**config.mk**
```make
export PLATFORM = sky130hd
export DESIGN_NAME = spi_xcvr
export DESIGN_NICKNAME = d
export VERILOG_FILES = /design/src/rtl/spi_pkg.sv /design/src/rtl/spi_sync.sv /design/src/rtl/spi_clkgen.sv /design/src/rtl/spi_shift.sv /design/src/rtl/spi_xcvr.sv
export SDC_FILE = /design/constraint.sdc
export NUM_CORES = 1
export LEC_CHECK = 0
export ABC_AREA = 1
export BUFFER_PORTS_ARGS = -buffer_cell sky130_fd_sc_hd__buf_2
export CAP_MARGIN = 20
export CORE_MARGIN = 5
export CORE_UTILIZATION = 60
export CTS_CLUSTER_SIZE = 20
export DETAILED_ROUTE_END_ITERATION = 10
export PLACE_DENSITY = 0.84
export SYNTH_ARGS = -nofsm -noshare
export SYNTH_HDL_FRONTEND = slang
export SYNTH_SLANG_ARGS = --single-unit
```
**constraint.sdc**
```tcl
create_clock -name clk -period 3.9 [get_ports clk]
set_input_delay 0.975 -clock clk [delete_from_list [all_inputs] [get_ports clk]]
set_output_delay 0.975 -clock clk [all_outputs]
set_load 0.1 [all_outputs]
```
**src/rtl/spi_pkg.sv**
```systemverilog
package spi_pkg;
  localparam logic [1:0] ADDR_CTRL = 2'd0;
  localparam logic [1:0] ADDR_STAT = 2'd1;
  localparam logic [1:0] ADDR_DATA = 2'd2;

  // control register layout, bit 6 down to bit 0
  typedef struct packed {
    logic       irq_en;
    logic       enable;
    logic       master;
    logic       cpol;
    logic       cpha;
    logic [1:0] rate;
  } ctrl_t;
endpackage

```
**src/rtl/spi_sync.sv**
```systemverilog
module spi_sync #(
  parameter int W = 3,
  parameter int N = 2
) (
  input  logic         clk,
  input  logic         rst_n,
  input  logic [W-1:0] d,
  output logic [W-1:0] q
);
  logic [W-1:0] stage [N];

  for (genvar s = 0; s < N; s++) begin : g_stage
    always_ff @(posedge clk or negedge rst_n) begin
      if (!rst_n) stage[s] <= '0;
      else if (s == 0) stage[s] <= d;
      else stage[s] <= stage[(s == 0) ? 0 : s-1];
    end
  end

  assign q = stage[N-1];
endmodule

```
**src/rtl/spi_clkgen.sv**
```systemverilog
module spi_clkgen #(
  parameter int RW = 2
) (
  input  logic          clk,
  input  logic          rst_n,
  input  logic          run,
  input  logic [RW-1:0] rate,
  output logic          tick
);
  localparam int CW = (1 << RW) + 1;

  logic [CW-1:0] cnt;
  logic [CW-1:0] half;

  assign half = CW'(2) << rate;
  assign tick = run && (cnt == half - CW'(1));

  always_ff @(posedge clk or negedge rst_n) begin
    if (!rst_n)    cnt <= '0;
    else if (!run) cnt <= '0;
    else if (tick) cnt <= '0;
    else           cnt <= cnt + CW'(1);
  end


  tick_gap_chk: assert property (@(posedge clk) disable iff (!rst_n)
    tick |=> !tick);
endmodule

```
**src/rtl/spi_shift.sv**
```systemverilog
module spi_shift #(
  parameter int DW = 8
) (
  input  logic                          clk,
  input  logic                          rst_n,
  input  logic                          clr,
  input  logic                          load,
  input  logic [DW-1:0]                 load_data,
  input  logic                          edge_ev,
  input  logic                          cpha,
  input  logic                          in_bit,
  output logic [DW-1:0]                 sh,
  output logic [$clog2(2*DW+1)-1:0]     cnt,
  output logic                          fin
);
  localparam int CW = $clog2(2*DW+1);
  localparam logic [CW-1:0] LAST = CW'(2*DW);

  logic pend, sbit;

  assign fin = (cnt == LAST);

  always_ff @(posedge clk or negedge rst_n) begin
    if (!rst_n) begin
      sh <= '0; cnt <= '0; pend <= 1'b0; sbit <= 1'b0;
    end else begin
      if (load) sh <= load_data;
      if (clr) begin
        cnt <= '0; pend <= 1'b0;
      end else if (fin) begin
        if (pend) sh <= {sh[DW-2:0], sbit};
        if (edge_ev) begin
          cnt  <= CW'(1);
          pend <= !cpha;
          if (!cpha) sbit <= in_bit;
        end else begin
          cnt <= '0; pend <= 1'b0;
        end
      end else if (edge_ev) begin
        cnt <= cnt + CW'(1);
        if (cnt[0] == cpha) begin
          sbit <= in_bit; pend <= 1'b1;
        end else if (pend) begin
          sh <= {sh[DW-2:0], sbit}; pend <= 1'b0;
        end
      end
    end
  end


  cnt_bound_chk: assert property (@(posedge clk) disable iff (!rst_n)
    cnt <= LAST);

  cnt_wrap_chk: assert property (@(posedge clk) disable iff (!rst_n)
    fin |=> cnt <= CW'(1));
endmodule

```
**src/rtl/spi_xcvr.sv**
```systemverilog
module spi_xcvr
  import spi_pkg::*;
#(
  parameter int DW     = 8,
  parameter int RW     = 2,
  parameter int SYNC_N = 2
) (
  input  logic          clk,
  input  logic          rst_n,
  input  logic          bus_wr,
  input  logic          bus_rd,
  input  logic [1:0]    bus_addr,
  input  logic [DW-1:0] bus_wdata,
  output logic [DW-1:0] bus_rdata,
  output logic          irq,
  input  logic          sck_i,
  output logic          sck_o,
  output logic          sck_oe,
  input  logic          mosi_i,
  output logic          mosi_o,
  output logic          mosi_oe,
  input  logic          miso_i,
  output logic          miso_o,
  output logic          miso_oe,
  input  logic          ss_i
);
  localparam int CW = $clog2(2*DW+1);

  ctrl_t ctrl;
  logic done_f, wcol_f, modf_f, arm, run, phase, sck_q;
  logic sck_s, ss_s, mosi_s, tick, fin;
  logic [DW-1:0] sh;
  logic [CW-1:0] cnt;

  spi_sync #(.W(3), .N(SYNC_N)) u_sync (
    .clk(clk), .rst_n(rst_n), .d({sck_i, ss_i, mosi_i}), .q({sck_s, ss_s, mosi_s}));

  spi_clkgen #(.RW(RW)) u_clkgen (
    .clk(clk), .rst_n(rst_n), .run(run), .rate(ctrl.rate), .tick(tick));

  logic m_act, s_act, sel, s_edge, m_edge, edge_ev, busy;
  logic wr_data, rd_data, rd_stat, wr_ctrl, start, load, modf_trip, clr, done_set, clear_acc;

  assign m_act     = ctrl.enable & ctrl.master;
  assign s_act     = ctrl.enable & !ctrl.master;
  assign sel       = s_act & !ss_s;
  assign s_edge    = sel & (sck_s ^ sck_q);
  assign m_edge    = tick & run & !fin;
  assign edge_ev   = m_act ? m_edge : s_edge;
  assign busy      = run | (sel & (cnt != '0));
  assign wr_data   = bus_wr && bus_addr == ADDR_DATA;
  assign rd_data   = bus_rd && bus_addr == ADDR_DATA;
  assign rd_stat   = bus_rd && bus_addr == ADDR_STAT;
  assign wr_ctrl   = bus_wr && bus_addr == ADDR_CTRL;
  assign modf_trip = m_act & !ss_s;
  assign start     = wr_data & m_act & !run & !modf_trip;
  assign load      = wr_data & !busy;
  assign clr       = start | modf_trip | (!m_act & !sel);
  assign done_set  = fin & !clr;
  assign clear_acc = arm & (wr_data | rd_data);

  spi_shift #(.DW(DW)) u_shift (
    .clk(clk), .rst_n(rst_n), .clr(clr), .load(load), .load_data(bus_wdata),
    .edge_ev(edge_ev), .cpha(ctrl.cpha), .in_bit(m_act ? miso_i : mosi_s),
    .sh(sh), .cnt(cnt), .fin(fin));

  always_ff @(posedge clk or negedge rst_n) begin
    if (!rst_n) begin
      ctrl <= '0; done_f <= 1'b0; wcol_f <= 1'b0; modf_f <= 1'b0;
      arm <= 1'b0; run <= 1'b0; phase <= 1'b0; sck_q <= 1'b0;
    end else begin
      sck_q <= sck_s;
      if (wr_ctrl) ctrl <= ctrl_t'(bus_wdata[6:0]);
      if (modf_trip) ctrl.master <= 1'b0;

      if (modf_trip)      run <= 1'b0;
      else if (start)     run <= 1'b1;
      else if (run & fin) run <= 1'b0;

      if (!run)        phase <= 1'b0;
      else if (m_edge) phase <= ~phase;

      if (rd_stat)        arm <= 1'b1;
      else if (clear_acc) arm <= 1'b0;

      done_f <= done_set             | (done_f & !clear_acc);
      wcol_f <= (wr_data & busy)     | (wcol_f & !clear_acc);
      modf_f <= modf_trip            | (modf_f & !clear_acc);
    end
  end

  always_comb begin
    case (bus_addr)
      ADDR_CTRL: bus_rdata = DW'({1'b0, ctrl});
      ADDR_STAT: bus_rdata = DW'({done_f, wcol_f, 1'b0, modf_f, 4'b0});
      ADDR_DATA: bus_rdata = sh;
      default:   bus_rdata = '0;
    endcase
  end

  assign irq     = ctrl.irq_en & (done_f | modf_f);
  assign sck_o   = ctrl.cpol ^ phase;
  assign sck_oe  = m_act;
  assign mosi_o  = sh[DW-1];
  assign mosi_oe = m_act;
  assign miso_o  = sh[DW-1];
  assign miso_oe = sel;


  modf_exit_chk: assert property (@(posedge clk) disable iff (!rst_n)
    modf_trip |=> (modf_f && !sck_oe && !mosi_oe && !run));

  wcol_set_chk: assert property (@(posedge clk) disable iff (!rst_n)
    (wr_data && busy) |=> wcol_f);

  done_set_chk: assert property (@(posedge clk) disable iff (!rst_n)
    done_set |=> done_f);

  sck_idle_chk: assert property (@(posedge clk) disable iff (!rst_n)
    (m_act && !run) |-> sck_o == ctrl.cpol);

  oe_excl_chk: assert property (@(posedge clk) disable iff (!rst_n)
    !(sck_oe && miso_oe));
endmodule

```
==> metrics.txt, run 1 <==
Core Region between 3000 and 4000 um^2; syn_nets ~270; post-synthesis cell area 2110 um^2; Hold WS 0.360 ns; pwr/cell area approximately 590 nW/um^2; Setup CP Type input port to output pin; CP Max Fanout 5; vias per cell between 5 and 6; DP HPWL around 3400 um; share of the synthesized area in the top cell type between 40% and 50%; Final Util a little over two thirds; status completed; vias in the first global route 1,768; Tightest Pin Transition around 0.86 ns; worst rel slew slack between 40% and 50%; clock slew at reported path FFs roughly 0.1 ns; CP Capture Type output pin; Tmin final 3.17 ns; die width about 69 um; H-tree levels 2; RePlAce Congestion around 0.85; VDD IR max ~0.36 mV; Setup Skew roughly 0.013 ns; unique cell type count in the Yosys netlist 31; TritonCTS clock tree done; worst skew pair latency between 0.3 and 0.4 ns; fin crit share 81.2%; # rows 21; DRT antenna net count 0; post-route setup slack 0.734 ns; Arr. time, crit path around 2.2 ns; Yosys warning count 0; final wirelength about 4500 um; Startpoint Class input port; TritonCTS Buffers 5; Nets roughly 310; design area 2370 um^2; syn_area_per_cell roughly 8.4 um^2; slowest stage delay, CP between 0.4 and 0.5 ns; I/O pin total 33; Area after DPL 2310 um^2; area delta synth->final 12.5%; Synth area leaders dfrtp_1, nand2_1, nand3_1; cts hold-fix bufs 0; Cell Chain, Critical Path buf_2, nor2_1, inv_1, o21ai_0, buf_2; Power Total approximately 1.4 mW; Routed WL per cell about 13 um; PostCTS Resize Cnt 0; setup violators final 0; number of synthesized register bits 40; Slowest cell on crit path buf_2; die height ~69 um; FILL cells between 300 and 400; Post-CTS Setup Repair Bufs 0; Crit path top cell by count buf_2; DRT Pass-1 Iters 4; initial DRC count roughly 160; first-pass GRT wire length 7960 um; die area just under 5000 um^2; max-cap viol count 0; DRC 0; Seq/Total Area, Yosys a little under half; Worst Path Required 2.92 ns; Synth Instances between 200 and 300; n_diodes 0; Pleak 1.24 nW; CTS Root Cell clkbuf_4; clock buffer depth 2; largest net degree at the start of global routing approximately 40; routed vias ~1,800; dominant cell type by area after synthesis dfrtp_1; CTS Sinks 40; # port buffers 32; RSZ-0062 raised after global routing no; gr usage total 20.3%; fmax 316 MHz; layout cell share with drive strength beyond 1 22.5%; pre-CTS WS 0.753 ns; Initial Util 62.8%; Overflow after GRT 0; Final Max Tran Viols 0; Fin. Hold Viols 0; initial antenna violation count 0; hold crit path type register to register
==> power by group <==
group          internal [mW]  switching (mW)  total (mW)
logic                  0.131           0.470       0.601
registers              0.498          0.0751       0.574
clock network         0.0859           0.132       0.218
total                  0.715           0.678        1.39
==> critical path, delay by kind of cell <==
| family | cells | cell delay, ns |
|---|---|---|
| AOI/OAI and AO/OA | 1 | 0.22 |
| and+or+nand+nor | 1 | 0.24 |
| buffers and inverters | 3 | 0.75 |
==> layout make-up <==
type | instances | area [um^2] | share of cell area [%]
well taps | 46 | 57.6 | 2.42
clock buffers | 6 | 51.3 | 2.16
flip-flops and latches | 40 | 1000 | 42.1
repair buffers | 32 | 160 | 6.74
multi-input cells | 176 | 971 | 40.9
clock inverters | 2 | 10.0 | 0.421
inverters | 33 | 124 | 5.22
==> per-layer routing <==
layer / global-route usage, % / up-vias / routed length (um)
met1: 28.2 / 800 / 2010
met2: 31.0 / 66 / 2070
li1: - / 876 / -
met3: 4.20 / 11 / 291
met4: 7.81 / 0 / 85
met5: 0 / - / 0
==> state kept, by name, indices dropped and copies added, names as in the netlist <==
signal,flops
u_clkgen.cnt,5
modf_f,1
done_f,1
u_sync.stage,3
ctrl,7
sck_q,1
u_shift.pend,1
u_shift.cnt,5
u_shift.sbit,1
run,1
wcol_f,1
u_sync.q,3
arm,1
u_shift.sh,8
phase,1
==> cells in the mapped netlist <==
| master | n |
|---|---|
| o22ai_1 | 1 |
| nor2_1 | 16 |
| o21ai_0 | 11 |
| nand2_4 | 3 |
| o32ai_1 | 1 |
| xor2_1 | 7 |
| dfrtp_1 | 40 |
| and2_1 | 1 |
| nand3_4 | 2 |
| nand2_1 | 71 |
| nor2_2 | 3 |
| nand4_2 | 2 |
| inv_2 | 6 |
| inv_1 | 27 |
| mux2_1 | 1 |
| or2_4 | 1 |
| a22o_1 | 2 |
| nand4_1 | 1 |
| xnor2_1 | 2 |
| o21ai_1 | 11 |
| o221ai_1 | 1 |
| nand3_1 | 21 |
| ha_1 | 3 |
| a21oi_1 | 3 |
| nand3_2 | 3 |
| nor3_1 | 2 |
| a21oi_4 | 1 |
| nor2_4 | 3 |
| o211ai_1 | 2 |
| nand2_2 | 1 |
| buf_4 | 2 |
==> cells by family after synthesis <==
kind of cell,synth area share [%]
mux,0.533
compound gates,9.37
flops,47.4
xor+xnor,3.73
buf+inv,6.58
simple gates,30.6
fa+ha+maj,1.78
==> through the flow <==
stage                     cells  setup TNS, ns
after CTS                   335              0
after floorplan             251          -1.38
after global routing        335              0
after detailed placement    327              0
after global placement      327              0
final                       335              0
==> cell usage in the layout, fill, tap and decap left out, types with 5 or more instances in the layout <==
| master | instances |
|---|---|
| xor2_1 | 7 |
| inv_1 | 27 |
| clkbuf_4 | 5 |
| o21ai_1 | 12 |
| inv_2 | 6 |
| buf_2 | 32 |
| nand2_1 | 71 |
| nor2_1 | 16 |
| dfrtp_1 | 40 |
| o21ai_0 | 10 |
| nand3_1 | 21 |
==> path summary, 6_finish.rpt <==
path                                             from                    endpoint  slack, ns  cells past startpoint
min reg2reg                 u_sync.stage[3]$_DFF_PN0_       u_sync.q[0]$_DFF_PN0_       0.36                      0
max in group asynchronous                       rst_n  u_shift.cnt[0]$_DFFE_PN0P_       2.64                      1
max reg2reg                u_shift.cnt[0]$_DFFE_PN0P_     u_shift.sh[6]$_DFF_PN0_       2.01                     10
min in group asynchronous                       rst_n     u_shift.sh[7]$_DFF_PN0_       0.73                      1
min                         u_sync.stage[3]$_DFF_PN0_       u_sync.q[0]$_DFF_PN0_       0.36                      0
max                                       bus_addr[1]                bus_rdata[2]       0.73                      5
Note: power is estimated with default switching activity, not from simulation.
==> inputs of run 2 (changes only) <==
- CORE_UTILIZATION: 60 -> 51
- PLACE_DENSITY: 0.84 -> 0.76
- clock period: 3.9 -> 2.5 ns (I/O delays scaled with it)
==> metrics.txt, run 2 (synthesized netlist as in run 1, its figures left out) <==
status completed; vias per cell approximately 5.2; Post-CTS Setup Repair Bufs 0; Fin. Hold Viols 0; die height between 70 and 80 um; Overflow after GRT 0; DP HPWL between 3000 and 4000 um; worst rel slew slack about 40%; vias in the first global route around 1,700; FILL cells ~340; RSZ-0062 raised after global routing no; layout cell share with drive strength beyond 1 approximately a quarter; TritonCTS Buffers 5; post-route setup slack ~0.24 ns; worst flop-to-flop path startpoint u_shift.cnt[0]$_DFFE_PN0P_; Setup Skew 0.0137 ns; Largest regs u_shift.sh: 8 flops, ctrl: 7 flops; Pleak around 1.3 nW; initial DRC count 161; FF-to-FF path depth 10; fin crit share around 90%; PostCTS Resize Cnt 0; pre-CTS WS 0.260 ns; cts hold-fix bufs 0; clock slew at reported path FFs around 0.07 ns; Worst Path Required around 1.9 ns; clock buffer depth 2; # rows 23; Setup CP Type input port to output pin; setup violators final 0; Nets 311; Core Region approximately 4000 um^2; CTS Sinks 40; largest net degree at the start of global routing between 40 and 50; max-cap viol count 0; die width 74.3 um; Arr. time, crit path around 1.6 ns; max FFs per register 8; # port buffers 32; DRT antenna net count 0; Reg-to-Reg End u_shift.sh[2]$_DFF_PN0_; I/O pin total 33; fmax between 400 and 500 MHz; DRT Pass-1 Iters 4; Routed WL per cell between 10 and 15 um; routed vias 1,785; crit path from bus_addr[1]; H-tree levels 2; hold path endpoint u_sync.q[1]$_DFF_PN0_; gr usage total 18.5%; Startpoint Class input port; area delta synth->final 22.1%; n_diodes 0; Worst R2R Setup Slack between 0.6 and 0.7 ns; Initial Util 52.8%; TritonCTS clock tree done; most frequent cells in the layout nand2_1, dfrtp_1, inv_1; VDD IR max 0.447 mV; pwr/cell area ~930 nW/um^2; initial antenna violation count 0; Final Max Tran Viols 0; most common cell after layout, fill and taps aside nand2_1; RePlAce Congestion ~0.78; Tmin final between 2 and 2.5 ns; WHS Path Cells 0; worst skew pair latency 0.30 ns; final wirelength roughly 4600 um; die area 5530 um^2; CTS Root Cell clkbuf_8; DRC 0; CP Capture Type output pin; Final Util 64.4%; hold crit path type register to register; hold path startpoint u_sync.stage[4]$_DFF_PN0_; CP Max Fanout 8; Power Total 2.38 mW; Top reg by flops u_shift.sh; Tightest Pin Transition roughly 0.9 ns; first-pass GRT wire length just under 8000 um
run 2: changes by cell type in the layout (fill, tap and decap cells not counted), moves of 2 or more:
cell	change
buf_12	+8
buf_2	-8
buf_4	+2
clkbuf_4	-5
clkbuf_8	+5
o21ai_0	-3
o21ai_1	+2
run 2: layer usage:
layer	vias up	track usage [%]	part of all wire, %
met5	-	0	0
met4	0	8.89	2.0
met3	7	3.92	5.8
met2	48	28.5	47
met1	845	25.0	45
li1	885	-	-
run 2: worst max-delay path by stage:
stage / slack (ns) / endpoint / cells after the start
floorplan: -0.42 / bus_rdata[0] / 3
detailed placement: 0.26 / bus_rdata[4] / 6
global route: 0.21 / bus_rdata[0] / 6
global placement: 0.26 / bus_rdata[2] / 6
CTS: 0.25 / bus_rdata[2] / 6
finish: 0.24 / bus_rdata[2] / 6
run 2: area by class of cell:
cell class | instances | area [um^2] | area share [%]
timing repair buffer | 34 | 295 | 11.5
multi-input combinational | 176 | 988 | 38.4
tap | 50 | 62.6 | 2.43
inverter | 33 | 136 | 5.29
sequential | 40 | 1000 | 38.9
clock buffer | 6 | 82.6 | 3.21
clock inverter | 2 | 10.0 | 0.389
run 2: worst max-delay path: stages:
cell     delay, ns
buf_2         0.19
nand2_2       0.12
inv_1         0.23
nand2_1       0.09
o21ai_1       0.17
buf_12        0.21
run 2: where the power goes:
part	total, mW	internal [mW]	switching [mW]	leakage (nW)
sequential	0.896	0.779	0.118	0.511
clock	0.449	0.220	0.228	0.0510
combinational	1.04	0.286	0.753	0.739
run 2: metrics by stage:
| step | std cells | hold WS (ns) | cell area (um^2) | TNS (ns) |
|---|---|---|---|---|
| 2_1_floorplan | 251 | 0.329 | 2140 | -1.57 |
| 4_1_cts | 341 | 0.356 | 2580 | 0 |
| 3_3_place_gp | 333 | 0.333 | 2480 | 0 |
| 3_5_place_dp | 333 | 0.337 | 2480 | 0 |
| 5_1_grt | 341 | 0.371 | 2580 | 0 |
| 6_report | 341 | 0.353 | 2580 | 0 |
